==> config.mk <==
export PLATFORM = sky130hd
export DESIGN_NAME = mux_port_bank
export DESIGN_NICKNAME = d
export VERILOG_FILES = /design/src/rtl/mpb_pkg.sv /design/src/rtl/mpb_mode_fsm.sv /design/src/rtl/mpb_regfile.sv /design/src/rtl/mpb_csel.sv /design/src/rtl/mpb_pin_mux.sv /design/src/rtl/mux_port_bank.sv
export SDC_FILE = /design/constraint.sdc
export NUM_CORES = 1
export LEC_CHECK = 0
export ABC_AREA = 0
export BUFFER_PORTS_ARGS = -buffer_cell sky130_fd_sc_hd__buf_2
export CAP_MARGIN = 5
export CELL_PAD_IN_SITES_DETAIL_PLACEMENT = 1
export CELL_PAD_IN_SITES_GLOBAL_PLACEMENT = 2
export CORE_MARGIN = 8
export CORE_UTILIZATION = 26
export CTS_CLUSTER_SIZE = 10
export DETAILED_ROUTE_END_ITERATION = 8
export PLACE_DENSITY_LB_ADDON = 0.1
export SYNTH_ARGS = -nofsm -noshare
export SYNTH_HDL_FRONTEND = slang
export SYNTH_SLANG_ARGS = --single-unit
export TNS_END_PERCENT = 5
==> constraint.sdc <==
create_clock -name clk -period 2.01 [get_ports clk]
set_clock_uncertainty 0.2 [all_clocks]
set_input_delay 0.201 -clock clk [delete_from_list [all_inputs] [get_ports clk]]
set_output_delay 0.201 -clock clk [all_outputs]
set_load 0.02 [all_outputs]
==> src/rtl/mpb_pkg.sv <==
package mpb_pkg;

    localparam int REG_ADDR_W = 3;

    typedef enum logic [1:0] {
        MD_BOOT     = 2'b00,
        MD_SINGLE   = 2'b01,
        MD_TEST     = 2'b10,
        MD_EXPANDED = 2'b11
    } op_mode_t;

    typedef enum logic [0:0] {
        ST_LOCAL = 1'b0,
        ST_BUS   = 1'b1
    } port_state_t;

    localparam logic [REG_ADDR_W-1:0] OFF_GDAT = 3'd2;
    localparam logic [REG_ADDR_W-1:0] OFF_GDIR = 3'd3;
    localparam logic [REG_ADDR_W-1:0] OFF_BDAT = 3'd4;
    localparam logic [REG_ADDR_W-1:0] OFF_FDAT = 3'd5;
    localparam logic [REG_ADDR_W-1:0] OFF_CDAT = 3'd6;
    localparam logic [REG_ADDR_W-1:0] OFF_CDIR = 3'd7;

endpackage

==> src/rtl/mpb_mode_fsm.sv <==
module mpb_mode_fsm
    import mpb_pkg::*;
(
    input  logic       clk,
    input  logic       rst,
    input  logic [1:0] mode_sel,
    output logic       bus_mode
);

    port_state_t state_q;
    port_state_t state_d;
    op_mode_t    mode_in;

    assign mode_in = op_mode_t'(mode_sel);

    // next state: the mode is only looked at while reset is held
    always_comb begin
        state_d = state_q;
        if (rst) begin
            unique case (mode_in)
                MD_BOOT,
                MD_SINGLE:   state_d = ST_LOCAL;
                MD_TEST,
                MD_EXPANDED: state_d = ST_BUS;
                default:     state_d = ST_LOCAL;
            endcase
        end
    end

    always_ff @(posedge clk) begin
        state_q <= state_d;
    end

    // outputs
    always_comb begin
        unique case (state_q)
            ST_LOCAL: bus_mode = 1'b0;
            ST_BUS:   bus_mode = 1'b1;
            default:  bus_mode = 1'b0;
        endcase
    end

endmodule

==> src/rtl/mpb_regfile.sv <==
module mpb_regfile
    import mpb_pkg::*;
#(
    parameter int PORT_W = 8
) (
    input  logic                  clk,
    input  logic                  rst,
    input  logic                  bus_mode,
    input  logic                  reg_wr,
    input  logic [REG_ADDR_W-1:0] reg_addr,
    input  logic [PORT_W-1:0]     reg_wdata,
    input  logic [PORT_W-1:0]     pc_in,
    input  logic [PORT_W-1:0]     pg_in,
    output logic [PORT_W-1:0]     reg_rdata,
    output logic [PORT_W-1:0]     pb_q,
    output logic [PORT_W-1:0]     pf_q,
    output logic [PORT_W-1:0]     pc_q,
    output logic [PORT_W-1:0]     ddrc_q,
    output logic [PORT_W-1:0]     pg_q,
    output logic [PORT_W-1:0]     ddrg_q
);

    logic local_ok;
    logic [PORT_W-1:0] pg_view;
    logic [PORT_W-1:0] pc_view;

    assign local_ok = ~bus_mode;

    // register writes; bus-owned data registers are out of the map in bus modes
    always_ff @(posedge clk) begin
        if (rst) begin
            pb_q   <= '0;
            pf_q   <= '0;
            pc_q   <= '0;
            ddrc_q <= '0;
            pg_q   <= '0;
            ddrg_q <= '0;
        end else if (reg_wr) begin
            case (reg_addr)
                OFF_GDAT: pg_q   <= reg_wdata;
                OFF_GDIR: ddrg_q <= reg_wdata;
                OFF_BDAT: if (local_ok) pb_q <= reg_wdata;
                OFF_FDAT: if (local_ok) pf_q <= reg_wdata;
                OFF_CDAT: if (local_ok) pc_q <= reg_wdata;
                OFF_CDIR: ddrc_q <= reg_wdata;
                default: ;
            endcase
        end
    end

    // per-bit read view: latch for outputs, pin level for inputs
    for (genvar b = 0; b < PORT_W; b++) begin : g_view
        assign pg_view[b] = ddrg_q[b] ? pg_q[b] : pg_in[b];
        assign pc_view[b] = ddrc_q[b] ? pc_q[b] : pc_in[b];
    end

    always_comb begin
        reg_rdata = '0;
        case (reg_addr)
            OFF_GDAT: reg_rdata = pg_view;
            OFF_GDIR: reg_rdata = ddrg_q;
            OFF_BDAT: reg_rdata = local_ok ? pb_q : '0;
            OFF_FDAT: reg_rdata = local_ok ? pf_q : '0;
            OFF_CDAT: reg_rdata = local_ok ? pc_view : '0;
            OFF_CDIR: reg_rdata = ddrc_q;
            default:  reg_rdata = '0;
        endcase
    end

endmodule

==> src/rtl/mpb_csel.sv <==
module mpb_csel #(
    parameter int                 ADDR_W    = 16,
    parameter logic [ADDR_W-1:0]  PROG_BASE = 16'h8000,
    parameter logic [ADDR_W-1:0]  PROG_LAST = 16'hFFFF
) (
    input  logic [ADDR_W-1:0] ext_addr,
    output logic              cs_n
);

    logic above_base;
    logic below_last;

    assign above_base = (ext_addr >= PROG_BASE);
    assign below_last = (ext_addr <= PROG_LAST);
    assign cs_n       = ~(above_base & below_last);

endmodule

==> src/rtl/mpb_pin_mux.sv <==
module mpb_pin_mux #(
    parameter int PORT_W = 8
) (
    input  logic                  bus_mode,
    input  logic [2*PORT_W-1:0]   ext_addr,
    input  logic                  ext_rnw,
    input  logic [PORT_W-1:0]     ext_wdata,
    output logic [PORT_W-1:0]     ext_rdata,
    input  logic                  cs_n,
    input  logic [PORT_W-1:0]     pb_q,
    input  logic [PORT_W-1:0]     pf_q,
    input  logic [PORT_W-1:0]     pc_q,
    input  logic [PORT_W-1:0]     ddrc_q,
    input  logic [PORT_W-1:0]     pg_q,
    input  logic [PORT_W-1:0]     ddrg_q,
    input  logic [PORT_W-1:0]     pc_in,
    output logic [PORT_W-1:0]     pb_out,
    output logic [PORT_W-1:0]     pb_oe,
    output logic [PORT_W-1:0]     pf_out,
    output logic [PORT_W-1:0]     pf_oe,
    output logic [PORT_W-1:0]     pc_out,
    output logic [PORT_W-1:0]     pc_oe,
    output logic [PORT_W-1:0]     pg_out,
    output logic [PORT_W-1:0]     pg_oe
);

    localparam int TOP = PORT_W - 1;

    always_comb begin
        pb_oe = '1;
        pf_oe = '1;
        if (bus_mode) begin
            pb_out    = ext_addr[2*PORT_W-1:PORT_W];
            pf_out    = ext_addr[PORT_W-1:0];
            pc_out    = ext_wdata;
            pc_oe     = {PORT_W{~ext_rnw}};
            ext_rdata = pc_in;
        end else begin
            pb_out    = pb_q;
            pf_out    = pf_q;
            pc_out    = pc_q;
            pc_oe     = ddrc_q;
            ext_rdata = '0;
        end
    end

    always_comb begin
        pg_out = pg_q;
        pg_oe  = ddrg_q;
        if (bus_mode) begin
            pg_out[TOP] = cs_n;
            pg_oe[TOP]  = 1'b1;
        end
    end

endmodule

==> src/rtl/mux_port_bank.sv <==
module mux_port_bank
    import mpb_pkg::*;
#(
    parameter int                  PORT_W    = 8,
    parameter logic [2*PORT_W-1:0] PROG_BASE = 16'h8000,
    parameter logic [2*PORT_W-1:0] PROG_LAST = 16'hFFFF
) (
    input  logic                  clk,
    input  logic                  rst,
    input  logic [1:0]            mode_sel,
    input  logic                  reg_wr,
    input  logic [REG_ADDR_W-1:0] reg_addr,
    input  logic [PORT_W-1:0]     reg_wdata,
    output logic [PORT_W-1:0]     reg_rdata,
    input  logic [2*PORT_W-1:0]   ext_addr,
    input  logic                  ext_rnw,
    input  logic [PORT_W-1:0]     ext_wdata,
    output logic [PORT_W-1:0]     ext_rdata,
    output logic [PORT_W-1:0]     pb_out,
    output logic [PORT_W-1:0]     pb_oe,
    output logic [PORT_W-1:0]     pf_out,
    output logic [PORT_W-1:0]     pf_oe,
    input  logic [PORT_W-1:0]     pc_in,
    output logic [PORT_W-1:0]     pc_out,
    output logic [PORT_W-1:0]     pc_oe,
    input  logic [PORT_W-1:0]     pg_in,
    output logic [PORT_W-1:0]     pg_out,
    output logic [PORT_W-1:0]     pg_oe
);

    localparam int EXT_AW = 2 * PORT_W;

    logic              bus_mode;
    logic              cs_n;
    logic [PORT_W-1:0] pb_q, pf_q, pc_q, ddrc_q, pg_q, ddrg_q;

    mpb_mode_fsm u_fsm (
        .clk      (clk),
        .rst      (rst),
        .mode_sel (mode_sel),
        .bus_mode (bus_mode)
    );

    mpb_regfile #(.PORT_W(PORT_W)) u_regs (
        .clk       (clk),
        .rst       (rst),
        .bus_mode  (bus_mode),
        .reg_wr    (reg_wr),
        .reg_addr  (reg_addr),
        .reg_wdata (reg_wdata),
        .pc_in     (pc_in),
        .pg_in     (pg_in),
        .reg_rdata (reg_rdata),
        .pb_q      (pb_q),
        .pf_q      (pf_q),
        .pc_q      (pc_q),
        .ddrc_q    (ddrc_q),
        .pg_q      (pg_q),
        .ddrg_q    (ddrg_q)
    );

    mpb_csel #(
        .ADDR_W    (EXT_AW),
        .PROG_BASE (PROG_BASE),
        .PROG_LAST (PROG_LAST)
    ) u_csel (
        .ext_addr (ext_addr),
        .cs_n     (cs_n)
    );

    mpb_pin_mux #(.PORT_W(PORT_W)) u_mux (
        .bus_mode  (bus_mode),
        .ext_addr  (ext_addr),
        .ext_rnw   (ext_rnw),
        .ext_wdata (ext_wdata),
        .ext_rdata (ext_rdata),
        .cs_n      (cs_n),
        .pb_q      (pb_q),
        .pf_q      (pf_q),
        .pc_q      (pc_q),
        .ddrc_q    (ddrc_q),
        .pg_q      (pg_q),
        .ddrg_q    (ddrg_q),
        .pc_in     (pc_in),
        .pb_out    (pb_out),
        .pb_oe     (pb_oe),
        .pf_out    (pf_out),
        .pf_oe     (pf_oe),
        .pc_out    (pc_out),
        .pc_oe     (pc_oe),
        .pg_out    (pg_out),
        .pg_oe     (pg_oe)
    );

endmodule

# Word-level counts from Yosys, hierarchy flattened
# Index checks and enable logic that the tools add are counted.
dict set report totals {
  regBits 49
  in_bits 57
  output_inout_bits 80
  elab_cells 61
}
dict set report classes {
  n_lt_le_gt_ge 2
  n_eq_ne 9
  muxes 29
  bitwise 5
  n_reduce_logical 9
}
# op n
set op_table {}
lappend op_table {{2-to-1 mux 8 bit} 8}
lappend op_table {{one-hot mux 8 bit (6 select lines)} 1}
lappend op_table {{2-to-1 mux 1 bit} 18}
lappend op_table {{greater-or-equal comparator 16 bit, second input constant} 1}
lappend op_table {{<= comparator 16 bit, second input constant} 1}
lappend op_table {{equality test 3 bit, second input constant} 4}
lappend op_table {{AND reduction 3 bit} 3}
lappend op_table {{equality test 3 x 2 -> 1 bit, second input constant} 2}
lappend op_table {{AND reduction 2 bit} 3}
lappend op_table {{equality test 2 bit, second input constant} 2}
lappend op_table {{NOT 1 bit} 4}
lappend op_table {{one-hot mux 1 bit (2 select lines)} 2}
lappend op_table {{OR reduction 2 bit} 2}
lappend op_table {{equality test 2 x 1 -> 1 bit, second input constant} 1}
lappend op_table {{zero test 2 bit} 1}
lappend op_table {{AND 1 bit} 1}

# Depth between registers and ports, before layout
dict set report logic_depth {
  ltp_word 4
  depth_mapped 6
  depth_no_buf 3
}

# By module
# From an unflattened synthesis, not the netlist that was laid out.
dict set report hier_totals {
  hier_cells 361
  hier_area_um2 3274.4
}
# mod instances cells_per_inst area_per_inst_um2 seq_area_each_um2
set by_module_without_submodules {}
lappend by_module_without_submodules {mpb_regfile 1 271 2444.8 960.9}
lappend by_module_without_submodules {mpb_pin_mux 1 87 792.0 0.0}
lappend by_module_without_submodules {mpb_mode_fsm 1 2 33.8 30.0}
lappend by_module_without_submodules {mpb_csel 1 1 3.8 0.0}

# Worst setup path before layout
# No wires, ideal clock.
dict set report synth_timing {
  path_type {register to output}
  start {reg u_fsm.state_q}
  end {out reg_rdata[0]}
  t_arrival_ps 1321
  required_time_ps 1609
  slack_ps 288
  path_stages_with_launch 5
  n_path_buf 1
  cell_sequence {edfxtp_1 > or3b_1 > buf_6 > o22ai_2 > a311o_1}
}
dict set report synth_via {
  elab_chain_len 4
  elab_cells_between_ends 6
  cone_classes {mux: 5; bitwise: 1}
}
# item line_no
set synth_lines {}
lappend synth_lines {{from (decl)} mpb_mode_fsm.sv:10} ;# port_state_t state_q;
lappend synth_lines {{from (signal assigned)} mpb_mode_fsm.sv:31} ;# state_q <= state_d;
lappend synth_lines {{NOT 1 bit} mpb_mode_fsm.sv:36} ;# unique case (state_q)
lappend synth_lines {{one-hot mux 1 bit (2 select lines) (*)} mpb_mode_fsm.sv:36}
lappend synth_lines {{2-to-1 mux 8 bit, on equally long branches} {mpb_regfile.sv:64, mpb_regfile.sv:62, mpb_regfile.sv:63}}
lappend synth_lines {{one-hot mux 8 bit (6 select lines) (*)} mpb_regfile.sv:59} ;# case (reg_addr)
lappend synth_lines {{to (decl)} mux_port_bank.sv:14} ;# output logic [PORT_W-1:0] reg_rdata,
# Mark *: on every way between the ends. The rest lies on a longest branch, timed or not.

# Final worst setup path
# Ends and elaborated chain as after synthesis.

==> results.md <==
- RSZ-0062 raised after global routing: yes
- Placed Area: 0.00367 mm^2
- PwrDens: 654 mW/mm^2
- Cell at the slowest stage of the critical path: or3b_4
- CTS H-Tree Depth: 2
- Crit path cell chain: or3b_4, o22ai_2, a311o_1, buf_4
- CTS tree: built
- CP arrival: 1650 ps
- Clock Root Buffer: clkbuf_16
- Num rows: 39
- Filler cells: 1,373
- Final design utilization: 34.2%
- Die Ht: 125 um
- Worst Path Max Fanout: 8
- Clk_lat worst skew: 290 ps
- Synthesized instance count: 365
- Grt total ovfl: 0
- Critical Path Sink Type: output port
- Main synth FF type: dfxtp_1
- Most frequent cells in the layout: 114 x buf_2, 48 x dfxtp_1, 43 x a21oi_1, 36 x mux2i_1, 33 x nand2_1
- DIE WIDTH: 125 um
- Drt drc: 0
- Drt pass-1 iters: 4
- Total track usage: 15.1%
- CP Data Required Time: 1610 ps
- First DRT Iteration DRCs: 143
- DR vias: 2,957
- Worst-path clk slew: 70 ps
- CP max stage delay: 470 ps
- Most common library cell in the layout ignoring fill and taps: buf_2
- WL final: 12,200 um
- Yosys reg bits: 49
- Leak Pwr: 1.68 nW
- Clock Sinks: 49
- Max capacitance violation total: 0
- Die Area: 0.0156 mm^2
- Syn avg cell area: 8.42 um^2
- Minimum clock period: 2050 ps
- Final total power: 2.57 mW
- Layout cell share with drive strength beyond 1: 41.1%
- PnR worst setup slack: -43.5 ps
- Core box area: 0.0115 mm^2
- First-pass GRT wire length: 18,800 um
- Max Fclk: 487 MHz
- DP HPWL: 9440 um
- Starting Density: 26.8%
- DR vias/cell: 4.86
- Synth Warn #: 0
- Final ANT Viol Nets: 0
- Mapped Area: 0.00307 mm^2
- Clock buffer count from CTS: 5
- CTS max path bufs: 2
- Distinct cells, synth: 37
- Final setup violation count: 4
- N_diodes: 0
- Max rail drop VDD: 0.360 mV
- Nets: 521
- Failing checks: negative setup slack
- Tcrit/Tclk final: 102%
- WS Path Type: reg -> out
- Status: finished with violations
- Asr flop ratio synth: 0%
- Setup_tns: -105 ps
- Final hold viol count: 0
- Number of antenna violations at the first check in global routing: 0
- Number of synthesized flops with an enable pin: 1
- GP Congestion: 0.746
- Sequential share of the synthesized area: 32.2%
- Largest net degree at the start of global routing: 28
- Io pins: 137
- DR WL/cell: 20.0 um
- CP Launch Type: flop
- Worst Hold Class: in -> reg
- IO buf count: 119
- Final Max Tran Viols: 0
- Final instance area: 0.00392 mm^2
- Hold_ws: 34.2 ps
- Vias in the first global route: 3,081
- Layout area overhead: 27.6%
routing by layer:
layer | global-route usage (%) | up-vias | wire (um)
met2 | 23.7 | 97 | 5510
met4 | 3.19 | 0 | 103
li1 | - | 1441 | -
met1 | 20.4 | 1411 | 5900
met3 | 3.53 | 8 | 655
met5 | 0 | - | 0
cell families (layout without fill, tap and decap cells):
kind of cell           count (synthesis)  count (layout)  share of synthesized area, %
and+or+nand+nor                      101             101                          17.6
AOI/OAI and AO/OA                     93              93                          16.9
buffers and inverters                 61             146                          12.6
muxes                                 60              60                          20.5
DFF                                   49              49                          32.2
other                                  1              16                         0.122
worst paths after layout:
path / cells past startpoint / slack, ps / from / endpoint
worst max register to register: 5 / 300 / u_fsm.state_q / u_regs.pb_q[7]
worst min-delay path: 3 / 30 / reg_wdata[0] / u_regs.ddrg_q[0]
worst min register to register: 2 / 280 / u_regs.ddrg_q[0] / u_regs.ddrg_q[0]
worst max-delay path: 4 / -40 / u_fsm.state_q / reg_rdata[0]
critical path: cells and delay by family, from the launching register on:
family,cells,cell delay [ps]
buffers and inverters,1,140
and+or+nand+nor,1,470
AOI/OAI and AO/OA,2,330
DFF,1,410
stage by stage:
stage / std cells / setup WS [ps]
3_3_place_gp: 598 / 90.2
3_5_place_dp: 598 / 56.5
5_1_grt: 608 / -115
6_report: 608 / -43.5
4_1_cts: 608 / -71.7
2_1_floorplan: 380 / 288
area by class of cell:
cell class,count,area (um^2),area share (%)
Inverter,1,3.75,0.0957
Sequential cell,49,991,25.3
Clock inverter,1,7.51,0.191
Tap cell,143,179,4.56
Clock buffer,7,164,4.18
Multi-Input combinational cell,270,1790,45.6
Timing Repair Buffer,137,791,20.2
registers in the layout, indices dropped and copies added (netlist names):
register and count:
u_regs.pc_q 8, u_regs.pb_q 8, u_fsm.state_q 1, u_regs.pf_q 8, u_regs.ddrg_q 8, u_regs.pg_q 8
u_regs.ddrc_q 8
synth_stat cells, drive strengths merged (2+ instances only):
cell type,count,share of area [%]
dfxtp,48,31
buf,46,11
a21oi,43,7.0
mux2i,36,12
nand2,34,4.2
o21ai,26,4.2
mux2,24,8.8
nand3,24,3.9
clkbuf,14,1.8
o22ai,14,3.1
nor2,10,1.3
and2,9,1.8
o21a,8,2.0
or2,8,1.6
or3b,4,1.1
a311o,2,0.69
and4bb,2,0.81
nand2b,2,0.41
report_power, final:
group | internal (mW) | switching, mW
clock | 0.572 | 0.394
combinational | 0.231 | 0.361
sequential | 0.992 | 0.0180
what timing repair did:
item | in CTS | in global routing
hold buffers | 1 | 0
buffers inserted | 1 | 0
gates resized for setup | 13 | 4
hold endpoints to repair | 1 | 0
endpoints found under the setup margin | 8 | 39
pin swaps | 3 | 0
Power figures use the tool's default switching activity.
